### config.mk
export PLATFORM = sky130hd
export DESIGN_NAME = perf_mon_unit
export DESIGN_NICKNAME = d
export VERILOG_FILES = /design/src/rtl/pmu_pkg.sv /design/src/rtl/pmu_bitmap_reg.sv /design/src/rtl/pmu_evt_counter.sv /design/src/rtl/pmu_cyc_counter.sv /design/src/rtl/perf_mon_unit.sv
export SDC_FILE = /design/constraint.sdc
export NUM_CORES = 1
export LEC_CHECK = 0
export ABC_CLOCK_PERIOD_IN_PS = 4900
export BUFFER_PORTS_ARGS = -buffer_cell sky130_fd_sc_hd__buf_2
export CORE_MARGIN = 2
export CORE_UTILIZATION = 60
export CTS_BUF_LIST = sky130_fd_sc_hd__clkbuf_16
export DETAILED_ROUTE_END_ITERATION = 7
export PLACE_DENSITY = 0.77
export SYNTH_ARGS = -nofsm -noshare
export SYNTH_HDL_FRONTEND = slang
export SYNTH_SLANG_ARGS = --single-unit
### constraint.sdc
create_clock -name clk -period 4.9 [get_ports clk]
set_input_delay 0.735 -clock clk [delete_from_list [all_inputs] [get_ports clk]]
set_output_delay 0.735 -clock clk [all_outputs]
set_load 0.005 [all_outputs]
### src/rtl/pmu_pkg.sv
package pmu_pkg;
  localparam int unsigned DATA_W     = 32;
  localparam int unsigned REG_ADDR_W = 4;
  localparam int unsigned SEL_W      = 5;
  localparam int unsigned CYC_BIT    = 31;

  // register word addresses
  localparam logic [REG_ADDR_W-1:0] RA_CTRL    = 4'd0;
  localparam logic [REG_ADDR_W-1:0] RA_ENA_SET = 4'd1;
  localparam logic [REG_ADDR_W-1:0] RA_ENA_CLR = 4'd2;
  localparam logic [REG_ADDR_W-1:0] RA_OVF     = 4'd3;
  localparam logic [REG_ADDR_W-1:0] RA_IRQ_SET = 4'd4;
  localparam logic [REG_ADDR_W-1:0] RA_IRQ_CLR = 4'd5;
  localparam logic [REG_ADDR_W-1:0] RA_SEL     = 4'd6;
  localparam logic [REG_ADDR_W-1:0] RA_EVTYPE  = 4'd7;
  localparam logic [REG_ADDR_W-1:0] RA_EVCNT   = 4'd8;
  localparam logic [REG_ADDR_W-1:0] RA_CYCCNT  = 4'd9;

  // control bit positions
  localparam int unsigned CB_EN    = 0;
  localparam int unsigned CB_EVRST = 1;
  localparam int unsigned CB_CYRST = 2;
  localparam int unsigned CB_DIV   = 3;
endpackage

### src/rtl/pmu_bitmap_reg.sv
module pmu_bitmap_reg #(
  parameter int NUM_EVT = 6
) (
  input  logic        clk,
  input  logic        rst,
  input  logic        set_we,
  input  logic        clr_we,
  input  logic [31:0] wdata,
  output logic [31:0] mask
);
  localparam logic [31:0] VALID = {1'b1, {(31-NUM_EVT){1'b0}}, {NUM_EVT{1'b1}}};

  logic [31:0] wsel;
  assign wsel = wdata & VALID;

  always_ff @(posedge clk) begin
    if (rst) begin
      mask <= '0;
    end else if (set_we) begin
      mask <= mask | wsel;
    end else if (clr_we) begin
      mask <= mask & ~wsel;
    end
  end
endmodule

### src/rtl/pmu_evt_counter.sv
module pmu_evt_counter #(
  parameter int CNT_W    = 32,
  parameter int EVT_IN_W = 32,
  parameter int TYPE_W   = 8
) (
  input  logic                clk,
  input  logic                rst,
  input  logic                clr,
  input  logic                run,
  input  logic                type_we,
  input  logic [TYPE_W-1:0]   type_wd,
  input  logic [EVT_IN_W-1:0] evt_in,
  output logic [CNT_W-1:0]    cnt,
  output logic [TYPE_W-1:0]   evt_type,
  output logic                supported,
  output logic                wrap
);
  localparam int IDX_W = $clog2(EVT_IN_W);

  logic hit;
  logic step;

  assign supported = (evt_type < TYPE_W'(EVT_IN_W));
  assign hit       = supported && evt_in[evt_type[IDX_W-1:0]];
  assign step      = run && hit && !clr;
  assign wrap      = step && (&cnt);

  always_ff @(posedge clk) begin
    if (rst) begin
      cnt      <= '0;
      evt_type <= '0;
    end else begin
      if (clr) begin
        cnt <= '0;
      end else if (step) begin
        cnt <= cnt + 1'b1;
      end
      if (type_we) begin
        evt_type <= type_wd;
      end
    end
  end
endmodule

### src/rtl/pmu_cyc_counter.sv
module pmu_cyc_counter #(
  parameter int CNT_W    = 32,
  parameter int DIV_LOG2 = 6
) (
  input  logic             clk,
  input  logic             rst,
  input  logic             clr,
  input  logic             run,
  input  logic             div_en,
  output logic [CNT_W-1:0] cnt,
  output logic             wrap
);
  logic [DIV_LOG2-1:0] pre;
  logic                tick;

  assign tick = run && !clr && (!div_en || (&pre));
  assign wrap = tick && (&cnt);

  always_ff @(posedge clk) begin
    if (rst || clr) begin
      cnt <= '0;
      pre <= '0;
    end else begin
      if (run && div_en) begin
        pre <= pre + 1'b1;
      end
      if (tick) begin
        cnt <= cnt + 1'b1;
      end
    end
  end
endmodule

### src/rtl/perf_mon_unit.sv
module perf_mon_unit
  import pmu_pkg::*;
#(
  parameter int NUM_EVT  = 6,
  parameter int CNT_W    = 32,
  parameter int EVT_IN_W = 32,
  parameter int TYPE_W   = 8,
  parameter int DIV_LOG2 = 6
) (
  input  logic                  clk,
  input  logic                  rst,
  input  logic [REG_ADDR_W-1:0] bus_addr,
  input  logic                  bus_wr,
  input  logic [DATA_W-1:0]     bus_wdata,
  output logic [DATA_W-1:0]     bus_rdata,
  input  logic [EVT_IN_W-1:0]   evt_in
);
  localparam int PAD_W = 31 - NUM_EVT;

  // bus decode
  logic wr_ctrl, wr_ena_set, wr_ena_clr, wr_ovf, wr_irq_set, wr_irq_clr, wr_sel, wr_type;
  assign wr_ctrl    = bus_wr && (bus_addr == RA_CTRL);
  assign wr_ena_set = bus_wr && (bus_addr == RA_ENA_SET);
  assign wr_ena_clr = bus_wr && (bus_addr == RA_ENA_CLR);
  assign wr_ovf     = bus_wr && (bus_addr == RA_OVF);
  assign wr_irq_set = bus_wr && (bus_addr == RA_IRQ_SET);
  assign wr_irq_clr = bus_wr && (bus_addr == RA_IRQ_CLR);
  assign wr_sel     = bus_wr && (bus_addr == RA_SEL);
  assign wr_type    = bus_wr && (bus_addr == RA_EVTYPE);

  logic evt_rst, cyc_rst;
  assign evt_rst = wr_ctrl && bus_wdata[CB_EVRST];
  assign cyc_rst = wr_ctrl && bus_wdata[CB_CYRST];

  // control and select
  logic             glb_en, div_en;
  logic [SEL_W-1:0] sel_q;

  always_ff @(posedge clk) begin
    if (rst) begin
      glb_en <= 1'b0;
      div_en <= 1'b0;
      sel_q  <= '0;
    end else begin
      if (wr_ctrl) begin
        glb_en <= bus_wdata[CB_EN];
        div_en <= bus_wdata[CB_DIV];
      end
      if (wr_sel) begin
        sel_q <= bus_wdata[SEL_W-1:0];
      end
    end
  end

  // bitmaps
  logic [31:0] ena_mask, irq_mask;

  pmu_bitmap_reg #(.NUM_EVT(NUM_EVT)) u_ena (
    .clk(clk), .rst(rst), .set_we(wr_ena_set), .clr_we(wr_ena_clr),
    .wdata(bus_wdata), .mask(ena_mask)
  );

  pmu_bitmap_reg #(.NUM_EVT(NUM_EVT)) u_irq (
    .clk(clk), .rst(rst), .set_we(wr_irq_set), .clr_we(wr_irq_clr),
    .wdata(bus_wdata), .mask(irq_mask)
  );

  // event counters
  logic [CNT_W-1:0]         evt_cnt  [NUM_EVT];
  logic [TYPE_W-1:0]        evt_type [NUM_EVT];
  logic [NUM_EVT-1:0]       evt_sup;
  logic [NUM_EVT-1:0]       evt_wrap;
  logic [NUM_EVT*CNT_W-1:0] evt_cnt_flat;

  for (genvar g = 0; g < NUM_EVT; g++) begin : g_evt
    logic type_we_g;
    assign type_we_g = wr_type && (sel_q == SEL_W'(g));

    pmu_evt_counter #(
      .CNT_W(CNT_W), .EVT_IN_W(EVT_IN_W), .TYPE_W(TYPE_W)
    ) u_cnt (
      .clk(clk), .rst(rst), .clr(evt_rst),
      .run(glb_en && ena_mask[g]),
      .type_we(type_we_g), .type_wd(bus_wdata[TYPE_W-1:0]),
      .evt_in(evt_in),
      .cnt(evt_cnt[g]), .evt_type(evt_type[g]),
      .supported(evt_sup[g]), .wrap(evt_wrap[g])
    );

    assign evt_cnt_flat[g*CNT_W +: CNT_W] = evt_cnt[g];
  end

  // cycle counter
  logic [CNT_W-1:0] cyc_cnt;
  logic             cyc_wrap;

  pmu_cyc_counter #(.CNT_W(CNT_W), .DIV_LOG2(DIV_LOG2)) u_cyc (
    .clk(clk), .rst(rst), .clr(cyc_rst),
    .run(glb_en && ena_mask[CYC_BIT]),
    .div_en(div_en), .cnt(cyc_cnt), .wrap(cyc_wrap)
  );

  // overflow status, set wins over clear
  logic [31:0] wrap_vec, ovf_q, ovf_clr;
  assign wrap_vec = {cyc_wrap, {PAD_W{1'b0}}, evt_wrap};
  assign ovf_clr  = wr_ovf ? bus_wdata : '0;

  always_ff @(posedge clk) begin
    if (rst) begin
      ovf_q <= '0;
    end else begin
      ovf_q <= (ovf_q & ~ovf_clr) | wrap_vec;
    end
  end

  // indirect window
  logic              sel_ok;
  logic [CNT_W-1:0]  sel_cnt;
  logic [TYPE_W-1:0] sel_type;
  assign sel_ok = (sel_q < SEL_W'(NUM_EVT));

  always_comb begin
    sel_cnt  = '0;
    sel_type = '0;
    for (int i = 0; i < NUM_EVT; i++) begin
      if (sel_ok && (sel_q == SEL_W'(i))) begin
        sel_type = evt_type[i];
        if (evt_sup[i]) begin
          sel_cnt = evt_cnt[i];
        end
      end
    end
  end

  // registered read port
  logic [DATA_W-1:0] rd_next;
  always_comb begin
    rd_next = '0;
    case (bus_addr)
      RA_CTRL:    rd_next = {28'd0, div_en, 2'b00, glb_en};
      RA_ENA_SET,
      RA_ENA_CLR: rd_next = ena_mask;
      RA_OVF:     rd_next = ovf_q;
      RA_IRQ_SET,
      RA_IRQ_CLR: rd_next = irq_mask;
      RA_SEL:     rd_next = DATA_W'(sel_q);
      RA_EVTYPE:  rd_next = DATA_W'(sel_type);
      RA_EVCNT:   rd_next = DATA_W'(sel_cnt);
      RA_CYCCNT:  rd_next = DATA_W'(cyc_cnt);
      default:    rd_next = '0;
    endcase
  end

  always_ff @(posedge clk) begin
    if (rst) begin
      bus_rdata <= '0;
    end else begin
      bus_rdata <= rd_next;
    end
  end
endmodule

# [After elaboration in Yosys (flattened, before gate mapping)]
# Cells that the tools add are included.
[op_classes] reduce_logical=77 n_lt_le_gt_ge=13 shift=0 div=0 bitwise_logic=8 mux=36 addsub=8 mul=0 n_eq_ne=14
[ops] operator="$mux W32" n=17
[ops] operator="$pmux W32 S8" n=1
[ops] operator="$add A32 B1 Y32 const B" n=7
[ops] operator="$reduce_and A32 Y1" n=7
[ops] operator="$and A32 B32 Y32" n=3
[ops] operator="$or A32 B32 Y32" n=3
[ops] operator="$not A32 Y32" n=2
[ops] operator="$logic_and A1 B1 Y1" n=57
[ops] operator="$lt A8 B6 Y1 const B" n=6
[ops] operator="$mux W8" n=6
[ops] operator="$lt A5 B6 Y1 const B" n=6
[ops] operator="$bmux W1 S5" n=6
[ops] operator="$eq A4 B3 Y1 const B" n=4
[ops] operator="$eq A5 B2 Y1 const B" n=2
[ops] operator="$eq A5 B3 Y1 const B" n=2
[ops] operator="$eq A4 B2 Y1 const B" n=2
[ops] operator="$eq A4 B4 Y1 const B" n=2
[ops] operator="$add A6 B1 Y6 const B" n=1
[ops] operator="$mux W1" n=6
[ops] operator="$reduce_and A6 Y1" n=1
[ops] operator="$reduce_or A2 Y1" n=3
[ops] operator="$eq A5 B1 Y1 const B" n=1
[ops] operator="$logic_not A5 Y1" n=1
[ops] operator="$lt A5 B3 Y1 const B" n=1
[ops] operator="5 further kinds" n=9
[word_totals] reg_bits=413 inputBits=71 ramBits=0 output_inout_bits=32 rom_bits=0 elab_cells=177 memories=0 latch_bits=0

# [Longest topological paths before layout]
[logic_depth] word_depth=14 mapped_depth=11

# [Modules after synthesis]
# A second synthesis with hierarchy kept.
[hier_totals] hier_cells=2490 hier_area_um2=21834.7
[by_module_without_submodules] module="pmu_evt_counter" seq_area_each_um2=800.8 area_per_inst_um2=2312.2 instances=6 cells_each=257
[by_module_without_submodules] module="perf_mon_unit" seq_area_each_um2=1421.4 area_per_inst_um2=5067.4 instances=1 cells_each=603
[by_module_without_submodules] module="pmu_cyc_counter" seq_area_each_um2=760.7 area_per_inst_um2=1968.1 instances=1 cells_each=237
[by_module_without_submodules] module="pmu_bitmap_reg" seq_area_each_um2=140.1 area_per_inst_um2=462.9 instances=2 cells_each=54

# [Worst setup path before layout]
# Ideal clock, no wire load.
[synth_timing] path_kind="input port to flip-flop" start="input bus_wr" end="register g_evt[4].u_cnt.cnt[1]" arrival_time_ps=2725 path_buffers=4 cell_stages=10 required_time_ps=4772 setup_slack_ps=2048 path_cell_list="buf_2 > or4b_1 > buf_2 > o31a_2 > and3_1 > nand3_1 > buf_4 > buf_4 > mux2i_1 > nor2_1"
[synth_via] elab_chain_len=4 elab_cells_between_ends=5 cone_classes="5 x reduce/logical"
[synth_rtl] element="from (decl)" line="perf_mon_unit.sv:13" text="input logic bus_wr,"
[synth_rtl] element="$logic_and A1 B1 Y1 *" line="perf_mon_unit.sv:22" text="assign wr_ctrl = bus_wr && (bus_addr == RA_CTRL);"
[synth_rtl] element="$logic_and A1 B1 Y1 *" line="perf_mon_unit.sv:32" text="assign evt_rst = wr_ctrl && bus_wdata[CB_EVRST];"
[synth_rtl] element="$logic_not A1 Y1" line="pmu_evt_counter.sv:25" text="assign step = run && hit && !clr;"
[synth_rtl] element="$logic_and A1 B1 Y1" line="pmu_evt_counter.sv:25"
[synth_rtl] element="to (signal assigned)" line="pmu_evt_counter.sv:36" text="cnt <= cnt + 1'b1;"
[synth_rtl] element="to (decl)" line="pmu_evt_counter.sv:13" text="output logic [CNT_W-1:0] cnt,"
# Mark *: on every way between the ends. The rest lies on a longest branch, timed or not.
# A chain may end at the register's enable or synchronous reset.

# [Worst setup path in the final report]
[layout_timing] start="register g_evt[4].u_cnt.evt_type[1]" end="register g_evt[4].u_cnt.cnt[9]"
[layout_via] elab_chain_len=5 elab_cells_between_ends=6 cone_classes="1 x order compare; 2 x mux; 3 x reduce/logical"
[layout_rtl] element="from (decl)" line="pmu_evt_counter.sv:14" text="output logic [TYPE_W-1:0] evt_type,"
[layout_rtl] element="from (signal assigned)" line="pmu_evt_counter.sv:39" text="evt_type <= type_wd;"
[layout_rtl] element="$bmux W1 S5" line="pmu_evt_counter.sv:24" text="assign hit = supported && evt_in[evt_type[IDX_W-1:0]];"
[layout_rtl] element="$mux W1 (not written as such)" line="pmu_evt_counter.sv:24"
[layout_rtl] element="$logic_and A1 B1 Y1 *" line="pmu_evt_counter.sv:24"
[layout_rtl] element="$logic_and A1 B1 Y1 * (2 in series)" line="pmu_evt_counter.sv:25"
# Mark *: on every way between the ends. The rest lies on a longest branch, timed or not. The select of a mux whose other input is x is not followed.

==> run metrics <==
cell-internal power=4.75 mW; placed cells=2734; PwrDens=288 nW/um2; Final Skew=27.4 ps; routability cong.=1.01; Final Max Tran Viols=0; status=completed; clk_lat worst skew=540 ps; post-place instance area=20300 um2; Yosys top cell by area=dfxtp_1; first-pass GRT wire length=98600 um; GR Util All Layers=36.6%; H-tree Lvls=2; Slew @ Worst Pin=1350 ps; Final setup viols=0; clock transition at the registers of the reported paths=60 ps; CTS Buf Count=40; Synth Instances=2332; largest net degree at the start of global routing=64; Max-Cap Viols=0; # rows=66; Synth area leaders=dfxtp_1, a21oi_1, mux4_2; sequential area share after synthesis=37.1%; Die X=185 um; Post-DP HPWL=45700 um; max layer used=met4; fin area=21500 um2; Starting Density=60.6%; Hold Slack=353 ps; final worst slack=1260 ps; Final Cycle Share=74.4%; Layout fillers=2741; HP Class=in2reg; Final Critical Period=3640 ps; Post-synth ARST share=0%; top cells by count, synth=dfxtp_1, a21oi_1, nand2_1; Critical Path AT=4120 ps; Highest Clock Rate=274 MHz; Metal-1 WL=25000 um; headroom to the max-slew limit=9.45%; DRT antenna net count=0; Sw Pwr=1.45 mW; highest fanout seen on the critical path=31; nets=2413; combinational power share=4.3%; layout cells sized above 1=12.1%; Synth Cell Area=19600 um2; I/O pin count=103; crit start category=register; Post-synth top flop=dfxtp_1; met3 routed WL=6750 um; CP endpoint kind=register; DIE AREA=34100 um2; DR WL/cell=22.8 um; Final Total Pwr=6.19 mW; RSZ-0062 raised after global routing=no; switch share=23.4%; vias per cell=6.99; Leak Pwr=6.68 nW; Clock Path Buffers=3; Root Buffer=clkbuf_16; I/O Buffers=102; DRC viols=0; EDFF count, synth=0; hold_buf cts=0; Yosys top cell area share=37.1%; total gr overflow=0; Vias=19600; Diodes inserted=0; Avg Inst Size Synth=8.41 um2; vias in the first global route=17500; Die H=185 um; Worst Setup Path Type=reg2reg; layout overhead on the synthesized area=9.83%; final core utilization=66.5%; DRT iter0 DRCs=2726; yosys synthesis warning count=0; Post-CTS Setup Bufs=0; Non-Filler Instances=2807; final WL=63900 um; Flop pwr share=47.8%; Placeable Area=32400 um2; Sink Count=363; Place WS=928 ps; number of detailed-route iterations in the first pass=7; syn nets=2411; final hold vios=0; Peak supply drop=0.234 mV; CTS tree=yes; most common cell in the netlist=dfxtp_1; initial antenna violation count=0; met2 wire length=28500 um; flops & latches, synth=363; Clock power frac=47.9%; Unique masters post-synth=76; CTS resizes=0; Final TNS setup=0 ps; Worst Path Required=5370 ps
kinds of logic after synthesis:
kind of cell / count (synthesis) / synth area share (%)
adders and majority gates: 8 / 0.510
AOI/OAI and AO/OA: 626 / 20.9
buffers and inverters: 208 / 4.54
DFF: 363 / 37.1
xor gates and xnor gates: 64 / 2.86
and+or+nand+nor: 977 / 26.7
muxes: 86 / 7.43
sequential cells by signal, indices dropped and copies added (netlist names), named ones only:
signal and flops:
u_cyc.cnt 32, g_evt.u_cnt.evt_type 48, bus_rdata 32, u_cyc.pre 6, g_evt.u_cnt.cnt 192, sel_q 5
glb_en 1, ovf_q 32, div_en 1
cell type report:
type                    instances  area (um2)  share of cell area, %
inverters                      36         135                  0.627
repair buffers                132         748                   3.47
flip-flops and latches        363        7270                   33.7
multi-input cells            1761       11600                   53.7
well taps                     442         553                   2.57
clock buffers                  40        1000                   4.65
clock inverters                33         279                   1.30
per-layer routing:
metal  GRT usage [%]  vias up
li1                -     8886
met1            49.5     9300
met2            56.3     1219
met3            5.86      208
met4            19.2        0
met5               0        -
critical path, cell delays in order, from the launching register on:
cell	delay, ps
dfxtp_1	630
mux4_2	320
mux2_2	150
a2bb2oi_1	370
nand3_1	1030
buf_4	560
or3_1	360
a21oi_1	140
path summary, 6_finish.rpt:
kind	start	end	slack (ps)	depth (start not counted)
setup / recovery	g_evt[4].u_cnt.evt_type[1]	g_evt[4].u_cnt.cnt[9]	1260	7
hold / removal	bus_wdata[15]	ovf_q[15]	350	2
setup reg to reg	g_evt[4].u_cnt.evt_type[1]	g_evt[4].u_cnt.cnt[9]	1260	7
hold reg to reg	ovf_q[11]	ovf_q[11]	450	2
cells in the final DEF (no fill, tap or decap), types with 7 or more instances in the layout:
master	count
inv_1	44
a311oi_1	7
nand3_1	175
o31ai_1	65
a31o_2	8
o21a_1	18
nor4_1	31
and2_1	20
a22oi_1	107
a222oi_1	31
ha_1	8
nor2_1	126
mux4_2	39
and3_1	38
buf_4	29
nand3b_1	17
dfxtp_1	363
xnor2_1	30
o211ai_1	8
mux2_2	8
nand4_1	62
nand2_1	215
and4_1	22
clkbuf_16	40
buf_2	102
nand2b_1	43
mux2i_1	33
or3_1	72
nor3_1	32
xor2_1	34
a21oi_1	248
o21ai_0	76
or4_1	69
clkinv_1	8
nor2b_1	14
power by group through the flow:
stage	clock network (mW)	logic [mW]	registers, mW
finish	2.97	0.267	2.96
global route	3.10	0.281	2.96
CTS	2.97	0.258	2.96
detailed placement	0	0.258	3.03
global placement	0	0.253	3.03
floorplan	0	0.156	3.02
Note: power is estimated with default switching activity, not from simulation.
